## src/rtl/tbase_pkg.sv

```systemverilog
package tbase_pkg;
  // Width of the period select field; bits 2..0 of the control word.
  localparam int SEL_W    = 3;
  localparam int NUM_TAPS = 1 << SEL_W;

  // Control-to-datapath strobe bundle.
  typedef struct packed {
    logic [SEL_W-1:0] tapSel;
  } tbase_ctl_t;
endpackage

```

## src/rtl/tbase_divider.sv

```systemverilog
module tbase_divider
  import tbase_pkg::*;
#(
  parameter int MIN_EXP = 8
) (
  input  logic       clk,
  input  logic       rst,
  input  tbase_ctl_t ctl,
  output logic       tapHit,
  output logic       tickOut
);
  localparam int DIV_W = MIN_EXP + NUM_TAPS - 1;

  logic [DIV_W-1:0]    divCnt;
  logic [DIV_W-1:0]    divNext;
  logic [NUM_TAPS-1:0] hitVec;

  assign divNext = divCnt + 1'b1;

  // One rising-edge detector per tap: the tap bit becomes 1 and all lower bits become 0.
  for (genvar g = 0; g < NUM_TAPS; g++) begin : g_tap
    localparam int TAP_K = MIN_EXP - 1 + g;
    localparam logic [DIV_W-1:0] LOW_MASK = DIV_W'((64'd1 << (TAP_K + 1)) - 64'd1);
    localparam logic [DIV_W-1:0] TAP_BIT  = DIV_W'(64'd1 << TAP_K);
    assign hitVec[g] = ((divNext & LOW_MASK) == TAP_BIT);
  end

  assign tapHit = hitVec[ctl.tapSel];

  always_ff @(posedge clk) begin
    if (rst) begin
      divCnt  <= '0;
      tickOut <= 1'b0;
    end else begin
      divCnt  <= divNext;
      tickOut <= tapHit;
    end
  end

  // Checker state: spacing between hits under one unchanged select value.
  logic [DIV_W:0]   gapCnt;
  logic             gapArmed;
  logic [SEL_W-1:0] selAtHit;

  always_ff @(posedge clk) begin
    if (rst) begin
      gapCnt   <= '0;
      gapArmed <= 1'b0;
      selAtHit <= '0;
    end else begin
      gapCnt <= tapHit ? (DIV_W+1)'(1) : gapCnt + 1'b1;
      if (tapHit) begin
        gapArmed <= 1'b1;
        selAtHit <= ctl.tapSel;
      end
    end
  end

  p_tick_period_r1: assert property (@(posedge clk) disable iff (rst)
    (tapHit && gapArmed && ctl.tapSel == selAtHit) |->
      (gapCnt == ((DIV_W+1)'(1) << (MIN_EXP + int'(ctl.tapSel)))));

  p_tick_single_r2: assert property (@(posedge clk) disable iff (rst)
    tickOut |=> !tickOut);
endmodule

```

## src/rtl/tbase_ctrl.sv

```systemverilog
module tbase_ctrl
  import tbase_pkg::*;
(
  input  logic             clk,
  input  logic             rst,
  input  logic             selWrite,
  input  logic [SEL_W-1:0] selData,
  input  logic             intEnable,
  input  logic             stackFull,
  input  logic             flagClear,
  input  logic             intAck,
  input  logic             tapHit,
  output tbase_ctl_t       ctl,
  output logic             flagOut,
  output logic             intReq
);
  logic [SEL_W-1:0] selQ;
  logic             flagQ;
  logic             clrReq;

  assign clrReq = flagClear | intAck;

  always_ff @(posedge clk) begin
    if (rst) begin
      selQ  <= '0;
      flagQ <= 1'b0;
    end else begin
      if (selWrite) selQ <= selData;
      // A new timeout outranks a clear on the same edge.
      flagQ <= tapHit | (flagQ & ~clrReq);
    end
  end

  assign ctl.tapSel = selQ;
  assign flagOut    = flagQ;
  assign intReq     = flagQ & intEnable & ~stackFull;

  p_flag_holds_r4: assert property (@(posedge clk) disable iff (rst)
    (flagQ && !clrReq) |=> flagQ);

  p_flag_clears_r4: assert property (@(posedge clk) disable iff (rst)
    (clrReq && !tapHit) |=> !flagQ);

  p_sel_kept_r7: assert property (@(posedge clk) disable iff (rst)
    !selWrite |=> $stable(selQ));
endmodule

```

## src/rtl/tbase_irq_gen.sv

```systemverilog
module tbase_irq_gen
  import tbase_pkg::*;
#(
  parameter int          MIN_EXP = 8,
  parameter int          VEC_W   = 8,
  parameter logic [VEC_W-1:0] VECTOR = VEC_W'(8'h18)
) (
  input  logic             clk,
  input  logic             rst,
  input  logic             selWrite,
  input  logic [SEL_W-1:0] selData,
  input  logic             intEnable,
  input  logic             stackFull,
  input  logic             flagClear,
  input  logic             intAck,
  output logic             tickOut,
  output logic             flagOut,
  output logic             intReq,
  output logic [VEC_W-1:0] intVector
);
  tbase_ctl_t ctl;
  logic       tapHit;

  tbase_ctrl u_ctrl (
    .clk       (clk),
    .rst       (rst),
    .selWrite  (selWrite),
    .selData   (selData),
    .intEnable (intEnable),
    .stackFull (stackFull),
    .flagClear (flagClear),
    .intAck    (intAck),
    .tapHit    (tapHit),
    .ctl       (ctl),
    .flagOut   (flagOut),
    .intReq    (intReq)
  );

  tbase_divider #(.MIN_EXP(MIN_EXP)) u_div (
    .clk     (clk),
    .rst     (rst),
    .ctl     (ctl),
    .tapHit  (tapHit),
    .tickOut (tickOut)
  );

  assign intVector = VECTOR;

  p_tick_sets_flag_r3: assert property (@(posedge clk) disable iff (rst)
    tickOut |-> flagOut);

  p_no_req_when_full_r5: assert property (@(posedge clk) disable iff (rst)
    stackFull |-> !intReq);
endmodule

```

## config.mk

```make
export PLATFORM = sky130hd
export DESIGN_NAME = tbase_irq_gen
export DESIGN_NICKNAME = d
export VERILOG_FILES = /design/src/rtl/tbase_pkg.sv /design/src/rtl/tbase_divider.sv /design/src/rtl/tbase_ctrl.sv /design/src/rtl/tbase_irq_gen.sv
export SDC_FILE = /design/constraint.sdc
export NUM_CORES = 1
export LEC_CHECK = 0
export ABC_AREA = 1
export ABC_CLOCK_PERIOD_IN_PS = 2050
export CORE_MARGIN = 5
export CORE_UTILIZATION = 30
export DETAILED_ROUTE_END_ITERATION = 8
export MAX_ROUTING_LAYER = met4
export SLEW_MARGIN = 25
export SYNTH_ARGS = -nofsm -noshare
export SYNTH_HDL_FRONTEND = slang
export SYNTH_SLANG_ARGS = --single-unit
```

## constraint.sdc

```tcl
create_clock -name clk -period 2.05 [get_ports clk]
set_clock_uncertainty 0.2 [all_clocks]
set_input_delay 0.205 -clock clk [delete_from_list [all_inputs] [get_ports clk]]
set_output_delay 0.205 -clock clk [all_outputs]
set_load 0.01 [all_outputs]
```

======== Word-level counts from Yosys, hierarchy flattened ========
Cells that the tools add are included.
storage, ports and cells
  bits in registers ....................... 20
  input bits .............................. 10
  output and inout bits ................... 11
operators by class
  add/subtract/negate cells ............... 1
  $lt $le $gt $ge ......................... 1
  equal/unequal tests ..................... 8
  mux-type cells .......................... 2
  bitwise logic cells ..................... 7
operators with widths
  operator                                                               count
  15-bit by 1-bit adder with 15-bit output (second input constant)       1
  15-bit == test (second input constant)                                 1
  14-bit == test (second input constant)                                 1
  13-bit == test (second input constant)                                 1
  12-bit == test (second input constant)                                 1
  11-bit == test (second input constant)                                 1
  10-bit == test (second input constant)                                 1
  9-bit == test (second input constant)                                  1
  8-bit == test (second input constant)                                  1
  3-bit by 4-bit < comparator with 1-bit output (second input constant)  1
  1-bit bitwise AND                                                      3
  1-bit binary-select mux with 3-bit select                              1
  1-bit inverter                                                         2
  1-bit bitwise OR                                                       2
  1-bit 2-to-1 mux                                                       1

======== Logic depth before layout (Yosys ltp) ========
  depth after elaboration ................. 5
  depth in mapped cells ................... 15
  gate-level depth less buffers ........... 15

======== By module ========
From an unflattened synthesis, not the netlist that was laid out.
second synthesis, totals
  cells, all modules ...................... 200
  area, all modules ....................... 1244.9 sq um
by module, submodules not included
  module         times used  cells an instance  area each (sq um)  seq. area each (sq um)
  tbase_divider  1           170                1032.2             320.3
  tbase_ctrl     1           20                 145.1              80.1
  tbase_irq_gen  1           10                 67.6               0.0

======== Least setup slack after synthesis ========
Ideal clock, no wire load.
  path type ............................... register to register
  start ................................... reg u_div.divCnt[0]
  end ..................................... reg u_ctrl.flagQ (netlist: u_ctrl.flagOut)
  library setup time ...................... 0.114 ns
  data arrival time ....................... 1.473 ns
  setup slack ............................. 0.263 ns
  cell stages (with the launch flop) ...... 15
  path buffers ............................ 0
  clock period less this slack ............ 1.787 ns
  path through ............................ dfxtp_1 > ha_1 > nand2_1 > nor2_2 > nand2_1 > o21bai_2 > nand2_1 > nand3_1 > nand2_1 > nand2_1 > nand2_1 > nand2_1 > nand2_1 > nand2_1 > nand2_1
between the ends
  cells in the longest elaborated chain, start to end .. 5
  elaborated cells between the ends (all ways) .. 12
  those cells by class .................... 1 x add/sub; 8 x eq/ne; 2 x mux; 1 x bitwise
ends and longest elaborated chain
  element                                        line                 text
  start: declaration                             tbase_divider.sv:14  logic [DIV_W-1:0] divCnt;
  start signal: assignment                       tbase_divider.sv:35  divCnt <= divNext;
  15-bit by 1-bit adder with 15-bit output (*)   tbase_divider.sv:18  assign divNext = divCnt + 1'b1;
  15-bit == test, or another cell as far along   tbase_divider.sv:25  assign hitVec[g] = ((divNext & LOW_MASK) == TAP_BIT);
  1-bit binary-select mux with 3-bit select (*)  tbase_divider.sv:28  assign tapHit = hitVec[ctl.tapSel];
  1-bit 2-to-1 mux (not written as such) (*)     tbase_divider.sv:28
  1-bit bitwise OR (*)                           tbase_ctrl.sv:30     flagQ <= tapHit | (flagQ & ~clrReq);
  end signal: assignment                         tbase_ctrl.sv:30
  end: declaration                               tbase_ctrl.sv:18     logic flagQ;
Mark *: on every way between the ends. The rest lies on a longest branch, timed or not. The select of a mux whose other input is x is not followed.
A chain may end at the register's enable or synchronous reset.

======== Worst setup path after layout ========
  start ................................... reg u_div.divCnt[1]
  end ..................................... reg u_ctrl.flagQ (netlist: u_ctrl.flagOut)
Same word-level chain as after synthesis.

==> flow_summary.json <==
{
  "status": "completed",
  "nets": 216,
  "globalRouteOverflowTotal": 0,
  "worstPathMaxFanout": 4,
  "drt-initial-drc-count": 46,
  "synth_mux_area_frac": 0,
  "cts.sinks": 20,
  "initial_utilization": 0.306,
  "vias": 1091,
  "clkTransAtPathRegs_ps": 70,
  "syn_area_per_cell_um2": 6.46,
  "cts-hold-fix-buffers": 0,
  "clk_latency_ps": 250,
  "first_global_vias": 1019,
  "cts_tree": "done",
  "clockBufferDepth": 2,
  "placed_area_um2": 1370,
  "dieWidth_um": 73.6,
  "worst_path_max_delay_cell": "dfxtp_4",
  "fmax_ghz": 0.536,
  "fp.dieArea_um2": 5420,
  "final_common_cell": "nand2_1",
  "fillerInstances": 442,
  "final_cell_mix": "nand2_1, nor2_1, inv_1, dfxtp_1, nand3_1",
  "utilization": 0.364,
  "final_max_slew_viol_count": 0,
  "wl_per_cell_um": 10.0,
  "globalplace.congestion": 0.771,
  "cpMostUsedCell": "nand2_1",
  "crit_type": "register to register",
  "layout-drive-gt1-share": 0.129,
  "instances_no_fill": 252,
  "crit_path_end_kind": "register",
  "period_share": 0.910,
  "crit_path_start_kind": "register",
  "drt-pass1-iter-count": 4,
  "routed_wl_mm": 2.53,
  "cts_buffers": 3,
  "power_density_nw_per_um2": 513,
  "hp-class": "register to register",
  "irDropWorstVdd_mv": 0.388,
  "synth_compound_area_frac": 0.0608,
  "p_leak_nw": 0.582,
  "via_per_inst": 4.33,
  "synthSimpleGateAreaFrac": 0.434,
  "synthAdderAreaFrac": 0.0206,
  "io_buffers": 12,
  "dp_hpwl_mm": 2.01,
  "synth_top_family_by_area": "simple AND/OR/NAND/NOR gates",
  "n_antenna_cell": 0,
  "h-tree-depth": 1,
  "final_cell_area_um2": 1450,
  "dp_cells": 248,
  "crit_chain": "ha_4 -> nand2_1 -> nor2_4 -> nand4_1 -> and2_4 -> nand2_1 -> inv_1 -> nand2_1 -> nand2_1 -> nand2_1 -> nand2_1 -> nand2_1 -> nand2_1",
  "die_h_um": 73.6,
  "required_ps": 2000,
  "hold_viol_final": 0,
  "drc": 0,
  "ys_warn_count": 0,
  "fin_setup_tns_ps": 0,
  "yosys.cell_types.count": 25,
  "seq_area_frac_synth": 0.330,
  "p_total_uw": 742,
  "synthXorXnorAreaFrac": 0.0278,
  "netlist_instances": 188,
  "critPathArrivalTime_ps": 1820,
  "grt_max_degree": 11,
  "synthesis.area_um2": 1210,
  "syn_to_final_growth_pct": 19.1,
  "worst_path_largest_cell_delay_ps": 370,
  "finalSetupViolations": 0,
  "synth-seq-cells": 20,
  "drv_cap": 0,
  "io_pins": 21,
  "rows": 23,
  "grt_pass1_wl_mm": 4.30,
  "core_area_um2": 3970,
  "ant_nets": 0,
  "period_needed_ps": 1870,
  "grt.total_usage": 0.105,
  "cts_root_buf": "clkbuf_8",
  "antenna_found_initial": 0
}
state kept, by name (all words and copies together) (netlist names):
signal and cells:
u_ctrl.ctl 3, u_div.divCnt 15, u_ctrl.flagOut 1, u_div.tickOut 1
cells by family after synthesis:
kind of cell,Yosys count
xor gates and xnor gates,3
other,2
AOI/OAI and AO/OA,13
and+or+nand+nor,117
adders and majority gates,2
DFF,20
buffers and inverters,31
path summary, 6_finish.rpt:
kind / from / cells past startpoint / end / slack [ps]
setup / recovery: u_div.divCnt[1] / 13 / u_ctrl.flagOut / 180
hold / removal: u_ctrl.flagOut / 2 / u_ctrl.flagOut / 300
setup reg to reg: u_div.divCnt[1] / 13 / u_ctrl.flagOut / 180
hold reg to reg: u_ctrl.flagOut / 2 / u_ctrl.flagOut / 300
through the flow:
| stage | hold WS (ps) | worst slack [ps] |
|---|---|---|
| global route | 325 | -5.51 |
| detailed placement | 282 | 64.3 |
| CTS | 302 | 48.6 |
| global placement | 293 | 84.8 |
| floorplan | 140 | 263 |
| finish | 295 | 184 |
area by class of cell:
class	count	area (um^2)	area share
Timing Repair Buffer	15	143	0.0987
Clock buffer	3	41.3	0.0286
Sequential cell	20	405	0.281
Multi-Input combinational cell	143	714	0.494
Inverter	21	78.8	0.0545
Tap cell	50	62.6	0.0433
worst max-delay path: cells and delay by family, from the launching register on:
| kind | cells | cell delay (ps) |
|---|---|---|
| and+or+nand+nor | 11 | 1010 |
| adders and majority gates | 1 | 150 |
| buffers and inverters | 1 | 30 |
| DFF | 1 | 370 |
cell usage after synthesis, drive strengths merged:
cell type / number / area, um^2
nor3: 1 / 10.0
conb: 2 / 7.51
dfxtp: 20 / 400
a21oi: 6 / 30.0
xor2: 1 / 16.3
nand3: 16 / 90.1
and2: 2 / 12.5
clkbuf: 2 / 7.51
o21ai: 5 / 25.0
o21bai: 2 / 18.8
ha: 2 / 25.0
nand2: 53 / 201
xnor2: 2 / 17.5
inv: 21 / 78.8
nand4: 5 / 31.3
nor2: 39 / 174
nand3b: 1 / 7.51
buf: 8 / 60.1
routing by layer:
metal  vias up  wire (um)  global-route usage  share of wire
met4         0         12              0.0121         0.0047
li1        598          -                   -              -
met3         2        114              0.0328          0.045
met5         -          0                   -              0
met2        17       1260               0.178           0.50
met1       474       1140               0.124           0.45
power breakdown:
group | internal [mW] | switching [mW] | total (mW)
logic | 0.0367 | 0.0388 | 0.0755
clock network | 0.131 | 0.124 | 0.255
registers | 0.398 | 0.0126 | 0.411
timing repair:
action,4_1_cts,5_1_grt
setup endpoints to repair,0,2
setup buffers,0,1
gates resized for setup,0,9
No activity file was read; power rests on OpenSTA's default activity.
